$ cat src/rtl/cachectl_pkg.sv
package cachectl_pkg;

    typedef enum logic [1:0] {
        CMD_READ  = 2'd0,
        CMD_WRITE = 2'd1,
        CMD_SCOND = 2'd2,
        CMD_WBACK = 2'd3
    } cmd_e;

    typedef enum logic [1:0] {
        OUT_HIT    = 2'd0,
        OUT_FWD    = 2'd1,
        OUT_SCFAIL = 2'd2
    } outcome_e;

    typedef struct packed {
        logic valid;
        logic writable;
        logic dirty;
    } line_state_t;

    function automatic logic needs_excl(cmd_e c);
        return (c == CMD_WRITE) || (c == CMD_SCOND);
    endfunction

endpackage

$ cat src/rtl/cc_tag_match.sv
module cc_tag_match #(
    parameter int WAYS  = 2,
    parameter int TAG_W = 11,
    parameter int WAY_W = (WAYS > 1) ? $clog2(WAYS) : 1
) (
    input  logic [WAYS-1:0]            way_valid,
    input  logic [WAYS-1:0][TAG_W-1:0] way_tag,
    input  logic [TAG_W-1:0]           look_tag,
    output logic                       hit,
    output logic [WAY_W-1:0]           hit_way
);
    logic [WAYS-1:0] match;

    generate
        for (genvar w = 0; w < WAYS; w++) begin : g_cmp
            assign match[w] = way_valid[w] && (way_tag[w] == look_tag);
        end
    endgenerate

    always_comb begin
        hit     = |match;
        hit_way = '0;
        for (int w = WAYS - 1; w >= 0; w--) begin
            if (match[w]) hit_way = WAY_W'(w);
        end
    end
endmodule

$ cat src/rtl/cc_victim_rr.sv
module cc_victim_rr #(
    parameter int SETS  = 4,
    parameter int WAYS  = 2,
    parameter int IDX_W = $clog2(SETS),
    parameter int WAY_W = (WAYS > 1) ? $clog2(WAYS) : 1
) (
    input  logic             clk,
    input  logic             rst,
    input  logic [IDX_W-1:0] set_idx,
    input  logic             advance,
    output logic [WAY_W-1:0] vic_way
);
    logic [WAY_W-1:0] ptr [SETS];

    always_ff @(posedge clk) begin
        if (rst) begin
            for (int s = 0; s < SETS; s++) ptr[s] <= '0;
        end else if (advance) begin
            if (ptr[set_idx] == WAY_W'(WAYS - 1)) ptr[set_idx] <= '0;
            else                                  ptr[set_idx] <= ptr[set_idx] + 1'b1;
        end
    end

    assign vic_way = ptr[set_idx];
endmodule

$ cat src/rtl/cc_sat_counters.sv
module cc_sat_counters #(
    parameter int NCMD  = 4,
    parameter int CNT_W = 32,
    parameter int CMD_W = 2
) (
    input  logic                  clk,
    input  logic                  rst,
    input  logic                  bump_hit,
    input  logic                  bump_miss,
    input  logic [CMD_W-1:0]      cmd,
    output logic [NCMD*CNT_W-1:0] hit_vec,
    output logic [NCMD*CNT_W-1:0] miss_vec
);
    generate
        for (genvar k = 0; k < NCMD; k++) begin : g_cmd
            logic [CNT_W-1:0] h_q, m_q;
            always_ff @(posedge clk) begin
                if (rst) begin
                    h_q <= '0;
                    m_q <= '0;
                end else begin
                    if (bump_hit && cmd == CMD_W'(k) && h_q != '1)  h_q <= h_q + 1'b1;
                    if (bump_miss && cmd == CMD_W'(k) && m_q != '1) m_q <= m_q + 1'b1;
                end
            end
            assign hit_vec[k*CNT_W +: CNT_W]  = h_q;
            assign miss_vec[k*CNT_W +: CNT_W] = m_q;
        end
    endgenerate
endmodule

$ cat src/rtl/cache_ctl.sv
module cache_ctl
    import cachectl_pkg::*;
#(
    parameter int SETS      = 4,
    parameter int WAYS      = 2,
    parameter int BLK_BYTES = 8,
    parameter int BA_W      = 13,
    parameter int TIME_W    = 32,
    parameter int HIT_LAT   = 3,
    parameter int CNT_W     = 32
) (
    input  logic                clk,
    input  logic                rst,
    input  logic                req_valid,
    output logic                req_ready,
    input  logic [1:0]          req_cmd,
    input  logic [BA_W-1:0]     req_addr,
    input  logic [7:0]          req_size,
    input  logic [BLK_BYTES*8-1:0] req_data,
    input  logic [TIME_W-1:0]   now_cycle,
    input  logic                pin_valid,
    input  logic [BA_W-1:0]     pin_addr,
    input  logic                fill_valid,
    input  logic                fill_excl,
    input  logic [BA_W-1:0]     fill_addr,
    input  logic [BLK_BYTES*8-1:0] fill_data,
    output logic                out_valid,
    output logic [1:0]          out_code,
    output logic                resp_valid,
    output logic [BLK_BYTES*8-1:0] resp_data,
    output logic                wb_push,
    output logic [BA_W-1:0]     wb_addr,
    output logic [BLK_BYTES*8-1:0] wb_data,
    output logic [TIME_W-1:0]   wb_time,
    output logic [4*CNT_W-1:0]  hit_count,
    output logic [4*CNT_W-1:0]  miss_count
);
    localparam int BLK_W = BLK_BYTES * 8;
    localparam int IDX_W = $clog2(SETS);
    localparam int TAG_W = BA_W - IDX_W;
    localparam int WAY_W = (WAYS > 1) ? $clog2(WAYS) : 1;

    // frame arrays
    logic [SETS-1:0][WAYS-1:0]            st_valid, st_writ, st_dirty;
    logic [SETS-1:0][WAYS-1:0][TAG_W-1:0] tag_q;
    logic [SETS-1:0][WAYS-1:0][BLK_W-1:0] data_q;

    // shared lookup port: grant wins over request
    logic            do_fill, do_req;
    logic [BA_W-1:0] sel_addr;
    logic [IDX_W-1:0] set_i;
    logic [TAG_W-1:0] tag_i;
    cmd_e            cmd;

    assign do_fill   = fill_valid;
    assign req_ready = !fill_valid;
    assign do_req    = req_valid && req_ready;
    assign sel_addr  = do_fill ? fill_addr : req_addr;
    assign set_i     = sel_addr[IDX_W-1:0];
    assign tag_i     = sel_addr[BA_W-1:IDX_W];
    assign cmd       = cmd_e'(req_cmd);

    logic             hit;
    logic [WAY_W-1:0] hit_way, vic_way;

    cc_tag_match #(.WAYS(WAYS), .TAG_W(TAG_W), .WAY_W(WAY_W)) u_match (
        .way_valid (st_valid[set_i]),
        .way_tag   (tag_q[set_i]),
        .look_tag  (tag_i),
        .hit       (hit),
        .hit_way   (hit_way)
    );

    logic adv_rr;

    cc_victim_rr #(.SETS(SETS), .WAYS(WAYS), .IDX_W(IDX_W), .WAY_W(WAY_W)) u_vic (
        .clk     (clk),
        .rst     (rst),
        .set_idx (set_i),
        .advance (adv_rr),
        .vic_way (vic_way)
    );

    // victim view
    logic             vic_valid, vic_dirty, vic_pinned, repl_ok;
    logic [TAG_W-1:0] vic_tag;
    logic             hit_writ, hit_dirty;

    assign vic_valid  = st_valid[set_i][vic_way];
    assign vic_dirty  = st_dirty[set_i][vic_way];
    assign vic_tag    = tag_q[set_i][vic_way];
    assign vic_pinned = pin_valid && vic_valid && (pin_addr == {vic_tag, set_i});
    assign repl_ok    = !vic_pinned;
    assign hit_writ   = st_writ[set_i][hit_way];
    assign hit_dirty  = st_dirty[set_i][hit_way];

    // action decode
    logic             upd_en, upd_tag_en, upd_data_en;
    logic [WAY_W-1:0] upd_way;
    line_state_t      upd_st;
    logic [BLK_W-1:0] upd_data;
    logic             push_en;
    logic             out_en, rsp_en;
    outcome_e         code;
    logic [BLK_W-1:0] rsp_dat;
    logic             cnt_hit, cnt_miss;
    logic             size_ok, perm_ok;

    assign size_ok = (req_size == 8'(BLK_BYTES));
    assign perm_ok = hit && (needs_excl(cmd) ? hit_writ : 1'b1);

    always_comb begin
        upd_en      = 1'b0;
        upd_tag_en  = 1'b0;
        upd_data_en = 1'b0;
        upd_way     = hit_way;
        upd_st      = '{valid: 1'b1, writable: hit_writ, dirty: hit_dirty};
        upd_data    = req_data;
        adv_rr      = 1'b0;
        push_en     = 1'b0;
        out_en      = 1'b0;
        rsp_en      = 1'b0;
        rsp_dat     = '0;
        code        = OUT_FWD;
        cnt_hit     = 1'b0;
        cnt_miss    = 1'b0;

        if (do_fill) begin
            if (hit) begin
                upd_en          = 1'b1;
                upd_st.writable = hit_writ | fill_excl;
            end else if (repl_ok) begin
                upd_en      = 1'b1;
                upd_way     = vic_way;
                upd_st      = '{valid: 1'b1, writable: fill_excl, dirty: 1'b0};
                upd_tag_en  = 1'b1;
                upd_data_en = 1'b1;
                upd_data    = fill_data;
                adv_rr      = 1'b1;
                push_en     = vic_valid && vic_dirty;
            end
        end else if (do_req) begin
            out_en = 1'b1;
            if (cmd == CMD_WBACK && !size_ok) begin
                cnt_miss = 1'b1;
            end else if (perm_ok) begin
                code    = OUT_HIT;
                cnt_hit = 1'b1;
                unique case (cmd)
                    CMD_READ: begin
                        rsp_en  = 1'b1;
                        rsp_dat = data_q[set_i][hit_way];
                    end
                    CMD_WRITE, CMD_SCOND: begin
                        upd_en       = 1'b1;
                        upd_data_en  = 1'b1;
                        upd_st.dirty = 1'b1;
                        rsp_en       = 1'b1;
                        rsp_dat      = (cmd == CMD_SCOND) ? BLK_W'(1) : '0;
                    end
                    default: begin
                        upd_en       = 1'b1;
                        upd_data_en  = 1'b1;
                        upd_st.dirty = 1'b1;
                    end
                endcase
            end else if (cmd == CMD_WBACK) begin
                if (repl_ok) begin
                    code        = OUT_HIT;
                    cnt_hit     = 1'b1;
                    upd_en      = 1'b1;
                    upd_way     = vic_way;
                    upd_st      = '{valid: 1'b1, writable: 1'b0, dirty: 1'b1};
                    upd_tag_en  = 1'b1;
                    upd_data_en = 1'b1;
                    adv_rr      = 1'b1;
                    push_en     = vic_valid && vic_dirty;
                end else begin
                    cnt_miss = 1'b1;
                end
            end else begin
                cnt_miss = 1'b1;
                if (!hit && cmd == CMD_SCOND) begin
                    code   = OUT_SCFAIL;
                    rsp_en = 1'b1;
                end
            end
        end
    end

    // state update
    always_ff @(posedge clk) begin
        if (rst) begin
            st_valid <= '0;
            st_writ  <= '0;
            st_dirty <= '0;
        end else if (upd_en) begin
            st_valid[set_i][upd_way] <= upd_st.valid;
            st_writ[set_i][upd_way]  <= upd_st.writable;
            st_dirty[set_i][upd_way] <= upd_st.dirty;
        end
    end

    always_ff @(posedge clk) begin
        if (upd_en && upd_tag_en)  tag_q[set_i][upd_way]  <= tag_i;
        if (upd_en && upd_data_en) data_q[set_i][upd_way] <= upd_data;
    end

    // registered outcome, response and push
    always_ff @(posedge clk) begin
        if (rst) begin
            out_valid  <= 1'b0;
            out_code   <= '0;
            resp_valid <= 1'b0;
            resp_data  <= '0;
            wb_push    <= 1'b0;
            wb_addr    <= '0;
            wb_data    <= '0;
            wb_time    <= '0;
        end else begin
            out_valid  <= out_en;
            out_code   <= out_en ? code : 2'd0;
            resp_valid <= rsp_en;
            resp_data  <= rsp_dat;
            wb_push    <= push_en;
            if (push_en) begin
                wb_addr <= {vic_tag, set_i};
                wb_data <= data_q[set_i][vic_way];
                wb_time <= now_cycle + TIME_W'(HIT_LAT);
            end
        end
    end

    cc_sat_counters #(.NCMD(4), .CNT_W(CNT_W), .CMD_W(2)) u_cnt (
        .clk       (clk),
        .rst       (rst),
        .bump_hit  (cnt_hit),
        .bump_miss (cnt_miss),
        .cmd       (req_cmd),
        .hit_vec   (hit_count),
        .miss_vec  (miss_count)
    );
endmodule

$ cat config.mk
export PLATFORM = sky130hd
export DESIGN_NAME = cache_ctl
export DESIGN_NICKNAME = d
export VERILOG_FILES = /design/src/rtl/cachectl_pkg.sv /design/src/rtl/cc_tag_match.sv /design/src/rtl/cc_victim_rr.sv /design/src/rtl/cc_sat_counters.sv /design/src/rtl/cache_ctl.sv
export SDC_FILE = /design/constraint.sdc
export NUM_CORES = 2
export LEC_CHECK = 0
export BUFFER_PORTS_ARGS = -buffer_cell sky130_fd_sc_hd__buf_2
export CORE_ASPECT_RATIO = 1.5
export CORE_UTILIZATION = 35
export CTS_BUF_LIST = sky130_fd_sc_hd__clkbuf_4
export CTS_CLUSTER_SIZE = 40
export DETAILED_ROUTE_END_ITERATION = 12
export PLACE_DENSITY_LB_ADDON = 0.05
export SYNTH_ARGS = -nofsm -noshare
export SYNTH_HDL_FRONTEND = slang
export SYNTH_SLANG_ARGS = --single-unit
$ cat constraint.sdc
create_clock -name clk -period 31.1 [get_ports clk]
set_input_delay 7.775 -clock clk [delete_from_list [all_inputs] [get_ports clk]]
set_output_delay 7.775 -clock clk [all_outputs]
set_load 0.02 [all_outputs]
# --- Word-level counts from Yosys, hierarchy flattened ---
# Memories as Yosys holds them, arrays and structs flattened.
# Cells that the tools add are included.
totals:
  inputBits: 215
  ramBits: 4
  mem_bits_ro: 0
  register_bits: 1058
  latch_bits: 0
  mem_count: 1
  output_inout_bits: 435
op_classes:
  n_shift: 0
  muxes: 127
  div_mod_pow: 0
  n_bitwise: 5
  multipliers: 0
  reduce_logical: 42
  eq_ne: 15
  n_lt_le_gt_ge: 6
  addsub: 10
memory_table:
  columns: ["memory", "depth", "word_bits", "rd", "rd_ports_with_merged_regs", "wr", "line_no", "source"]
  rows:
  - ["u_vic.ptr", 4, 1, 1, 0, 4, "cc_victim_rr.sv:13", "logic [WAY_W-1:0] ptr [SETS];"]
op_table:
  columns: ["cell", "count"]
  rows:
  - ["bitwise mux 512 bit", 1]
  - ["2-to-1 mux 64 bit", 8]
  - ["adder 32 x 1 -> 32 bit, second input constant", 8]
  - ["binary-select mux 128 bit (select 2 bit)", 1]
  - ["demux 128 bit (select 2 bit)", 1]
  - ["2-to-1 mux 128 bit", 2]
  - ["inequality test 32 bit, second input constant", 8]
  - ["one-hot mux 64 bit (2 select lines)", 1]
  - ["bitwise mux 88 bit", 1]
  - ["2-to-1 mux 1 bit", 80]
  - ["demux 64 bit (select 1 bit)", 1]
  - ["binary-select mux 22 bit (select 2 bit)", 1]
  - ["demux 22 bit (select 2 bit)", 1]
  - ["2-to-1 mux 22 bit", 2]
  - ["2-to-1 mux 11 bit", 3]
  - ["adder 32 x 2 -> 32 bit, second input constant", 1]
  - ["logical AND 1 bit", 29]
  - ["bitwise mux 8 bit", 3]
  - ["== test 11 bit", 2]
  - ["2-to-1 mux 2 bit", 11]
  - ["== test 13 bit", 1]
  - ["2-to-1 mux 13 bit", 1]
  - ["binary-select mux 2 bit (select 2 bit)", 3]
  - ["demux 11 bit (select 1 bit)", 1]
  - ["22 further kinds", 34]

# --- Longest topological paths before layout ---
depth:
  depth_word: 22
  depth_mapped: 19
  depth_no_buf: 12

# --- By module ---
# Synthesis repeated with hierarchy kept, for this count alone.
hier_totals:
  cells_unflattened: 4179
  area_unflattened_um2: 46225.6
by_module_without_submodules:
  columns: ["mod", "cells_per_inst", "seq_area_each_um2", "instances", "area_per_inst_um2"]
  rows:
  - ["cache_ctl", 2550, 22061.2, 1, 32612.5]
  - ["cc_sat_counters", 1581, 5124.9, 1, 13137.6]
  - ["cc_tag_match", 32, 0.0, 1, 257.7]
  - ["cc_victim_rr", 16, 120.1, 1, 217.7]

# --- Worst setup path before layout ---
# OpenSTA, ideal clock, no wires.
synth_timing:
  path_kind: "input-to-reg"
  startpoint: "in fill_valid"
  endpoint: "reg data_q[256] (netlist name), enable pin"
  path_slack_ns: 13.843
  path_buffers: 3
  setup_ns: 0.643
  arrival_time_ns: 16.614
  stages: 13
  cell_sequence: "mux2_2 > buf_6 > mux2i_4 > mux2i_2 > mux2_2 > nor4b_1 > o2111a_1 > nand4_1 > buf_2 > nor3b_1 > clkbuf_1 > nor2_1 > nor4_1"
synth_via:
  elab_chain_cells: 16
synth_rtl:
  columns: ["item", "line_no", "source"]
  rows:
  - ["from (decl)", "cache_ctl.sv:23", "input logic fill_valid,"]
  - ["2-to-1 mux 13 bit", "cache_ctl.sv:58", "assign sel_addr = do_fill ? fill_addr : req_addr;"]
  - ["binary-select mux 22 bit (select 2 bit)", "cache_ctl.sv:68, cache_ctl.sv:91", null]
  - ["2-to-1 mux 22 bit (implied by the code)", "cache_ctl.sv:68, cache_ctl.sv:91", null]
  - ["== test 11 bit", "cc_tag_match.sv:16", "assign match[w] = way_valid[w] && (way_tag[w] == look_tag);"]
  - ["logical AND 1 bit", "cc_tag_match.sv:16", null]
  - ["2-to-1 mux 1 bit (2 in a row)", "cc_tag_match.sv:24", "if (match[w]) hit_way = WAY_W'(w);"]
  - ["2-to-1 mux 1 bit (implied by the code) (2 in a row)", "cache_ctl.sv:94", "assign hit_writ = st_writ[set_i][hit_way];"]
  - ["2-to-1 mux 1 bit", "cache_ctl.sv:110", "assign perm_ok = hit && (needs_excl(cmd) ? hit_writ : 1'b1);"]
  - ["logical AND 1 bit", "cache_ctl.sv:110", null]
  - ["2-to-1 mux 1 bit", "cache_ctl.sv:146", "end else if (perm_ok) begin"]
  - ["2-to-1 mux 1 bit", "cache_ctl.sv:144", "if (cmd == CMD_WBACK && !size_ok) begin"]
  - ["2-to-1 mux 1 bit", "cache_ctl.sv:142", "end else if (do_req) begin"]
  - ["2-to-1 mux 1 bit", "cache_ctl.sv:128", "if (do_fill) begin"]
  - ["logical AND 1 bit (*)", "cache_ctl.sv:206", "if (upd_en && upd_data_en) data_q[set_i][upd_way] <= upd_data;"]
  - ["to (signal, indexed assignment)", "cache_ctl.sv:206", null]
  - ["to (decl)", "cache_ctl.sv:46", "logic [SETS-1:0][WAYS-1:0][BLK_W-1:0] data_q;"]
# Every way passes the cells marked *; elsewhere a longest branch is shown, timed or not. The select of a mux whose other input is x is not followed.
# A chain may end at the register's enable or synchronous reset.

# --- Worst setup path after layout ---
layout_timing:
  startpoint: "in fill_valid"
  endpoint: "out req_ready"
layout_via:
  elab_chain_cells: 1
layout_rtl:
  columns: ["item", "line_no", "source"]
  rows:
  - ["zero test 1 bit", "cache_ctl.sv:56", "assign req_ready = !fill_valid;"]
  - ["to (decl)", "cache_ctl.sv:15", "output logic req_ready,"]
# No other way between the ends.

==> results.cfg <==
[timing]
finalSetupTns_ns = 0
setup_slack_ns = 14.71
max_freq_mhz = 61.02
hold_viol_final = 0
period_share_pct = 52.70
hold_ws_ns = 0.4636
report.final.slew_viol_count = 0
relSlewSlack_pct = 18.73
min_period_ns = 16.39
setup_violations = 0
fin_worst_skew_ns = 0.1102
rsz0062_at_grt = false
worst_pin_slew_ns = 1.219

[grt]
grt_usage_pct = 21.56
overflow = 0
antenna_found_initial = 11
grt_max_degree = 158
grt_pass1_vias = 33290
grt_pass1_wl_um = 209800

[logic_synthesis]
synth_nets = 3960
synth_cell_types = 86
yosys_warnings = 0
syn_area_um2 = 45250
yosysTopAreaCell = edfxtp_1
ys_seq_elements = 1062
yosys-top-cells-count = edfxtp_1 (604), dfxtp_1 (458), nand2_1 (413), nor2_1 (383), xnor2_1 (181)
synth_cells = 3732
syn_avg_cell_area_um2 = 12.13
yosysMostFrequentCell = edfxtp_1
synth_area_leaders = edfxtp_1 (40%), dfxtp_1 (20%), mux4_2 (6.7%)
postSynth.asyncResetShare_pct = 0
synth_top_area_share_pct = 40.08
ys.flop_type = edfxtp_1
synth_edf_count = 604
synth_seq_area_share_pct = 60.34

[cts]
clockBufferDepth = 4
clock_latency_ns = 1.25
post_cts_resized = 0
numCtsBuffers = 295
postCtsHoldBufs = 0
cts_tree = built
htreeDepth = 5
cts_root_buffer = clkbuf_4
clk_pin_slew_worst_paths_ns = 0.06
cts_setup_buffers = 0
cts_sinks = 1062

[setup_path]
worst_ep_arrival_time_ns = 8.61
criticalPathCategory = input pin to output pin
start_kind = input pin
required_ns = 23.33
end_kind = output pin
path_max_fanout = 16
startpoint = fill_valid
crit-reg2reg-launch = u_vic.ptr[1]$_SDFFCE_PN0P_

[min_path]
hold_class = register to register
min-delay-start = st_dirty[2]$_SDFFE_PP0P_

[floorplan]
rows = 161
die-area_um2 = 130800
start_util_pct = 35.26
fp.dieH_um = 442.4
die_w_um = 295.6
core_um2 = 128300
pin_count = 650

[drt]
drt_first_iter_violations = 1683
drc = 0
drt_wl_total_um = 142400
drt_pre_antenna_iters = 5
ant_nets = 0
routedWlPerCell_um = 22.13
viasPerCell = 5.130
vias = 33010

[layout]
fillCellCount = 12590
final_cell_area_um2 = 53870
fin_cells = 6435
syn2layout_area_growth_pct = 19.04
nets = 4738
fin_util_pct = 41.98
drive_above_1_share_pct = 30.69

[place]
gp_congestion = 0.8040
dpl.cell_count = 5924
dp_hpwl_um = 91060
portBuffers = 649
dp_slack_ns = 14.66
placed_cell_area_um2 = 50250

[power]
vdd_drop_max_mv = 0.03686
p_per_area_nw_per_um2 = 55.49
power_mw = 2.989
power_leakage_nw = 19.84

[outcome]
status = completed

[job]
drv_cap = 0
==> per-layer routing <==
metal,vias up,global-route usage (%),wire length (um)
li1,15560,-,-
met1,16160,25.46,57710
met2,1050,36.93,71310
met3,236,6.679,10030
met4,6,6.876,3307
met5,-,0,52
==> path summary, 6_finish.rpt <==
kind         cells after the start                       end  slack (ns)
max                              3                 req_ready       14.71
min                              2  st_dirty[2]$_SDFFE_PP0P_        0.46
max reg2reg                     11     data_q[352]$_DFFE_PP_       25.19
min reg2reg                      2  st_dirty[2]$_SDFFE_PP0P_        0.46
==> area by class of cell <==
cell class                 count  area [um2]  area share [%]
sequential                  1062       27310           50.69
multi-input combinational   2380       16880           31.33
timing repair buffer         702        3669           6.810
clock buffer                 442        3318           6.160
tap                         1711        2141           3.974
inverter                      69       259.0          0.4808
clock inverter                53       257.7          0.4785
antenna                       16       40.04         0.07433
==> kinds of logic (layout without fill, tap and decap cells) <==
| logic type | after synthesis | in the layout | synth area share [%] |
|---|---|---|---|
| fa+ha+maj | 13 | 13 | 0.3595 |
| mux | 313 | 313 | 10.98 |
| xor+xnor | 222 | 222 | 4.297 |
| other cells | 0 | 16 | 0 |
| compound gates | 451 | 451 | 6.855 |
| buf+inv | 290 | 1266 | 2.693 |
| flops | 1062 | 1062 | 60.34 |
| simple gates | 1381 | 1381 | 14.47 |
==> layout by cell type (no fill, tap or decap), types with 25 or more instances in the layout <==
master	n
a311oi_1	67
and3_1	60
xnor2_1	181
or3_1	38
nand3_1	116
clkinv_1	42
edfxtp_1	604
buf_4	52
nor3_1	103
dfxtp_1	458
mux4_2	134
o31ai_1	27
and2_1	25
mux2i_1	75
nand4_1	63
nor4_1	52
xor2_1	41
nor2_1	383
nand2_1	412
mux2_2	95
buf_2	648
clkbuf_4	442
o21ai_0	43
a21oi_1	150
inv_1	68
a211oi_1	48
==> critical path, cell delays in order <==
cell and delay (ns):
buf_2 0.35, inv_1 0.24, buf_2 0.23
==> sequential cells by signal (all words and copies together), names as in the netlist, 13 cells and up <==
signal and count:
data_q 512, u_cnt.g_cmd.h_q 128, u_cnt.g_cmd.m_q 128, tag_q 88, resp_data 64, wb_data 64
wb_time 32, wb_addr 13
==> report_power, final <==
| part | internal, mW | leakage, nW | switching, mW |
|---|---|---|---|
| clock | 0.661 | 2.16 | 0.584 |
| sequential | 1.51 | 9.18 | 0.00543 |
| combinational | 0.0778 | 8.50 | 0.147 |
Power figures use the tool's default switching activity.
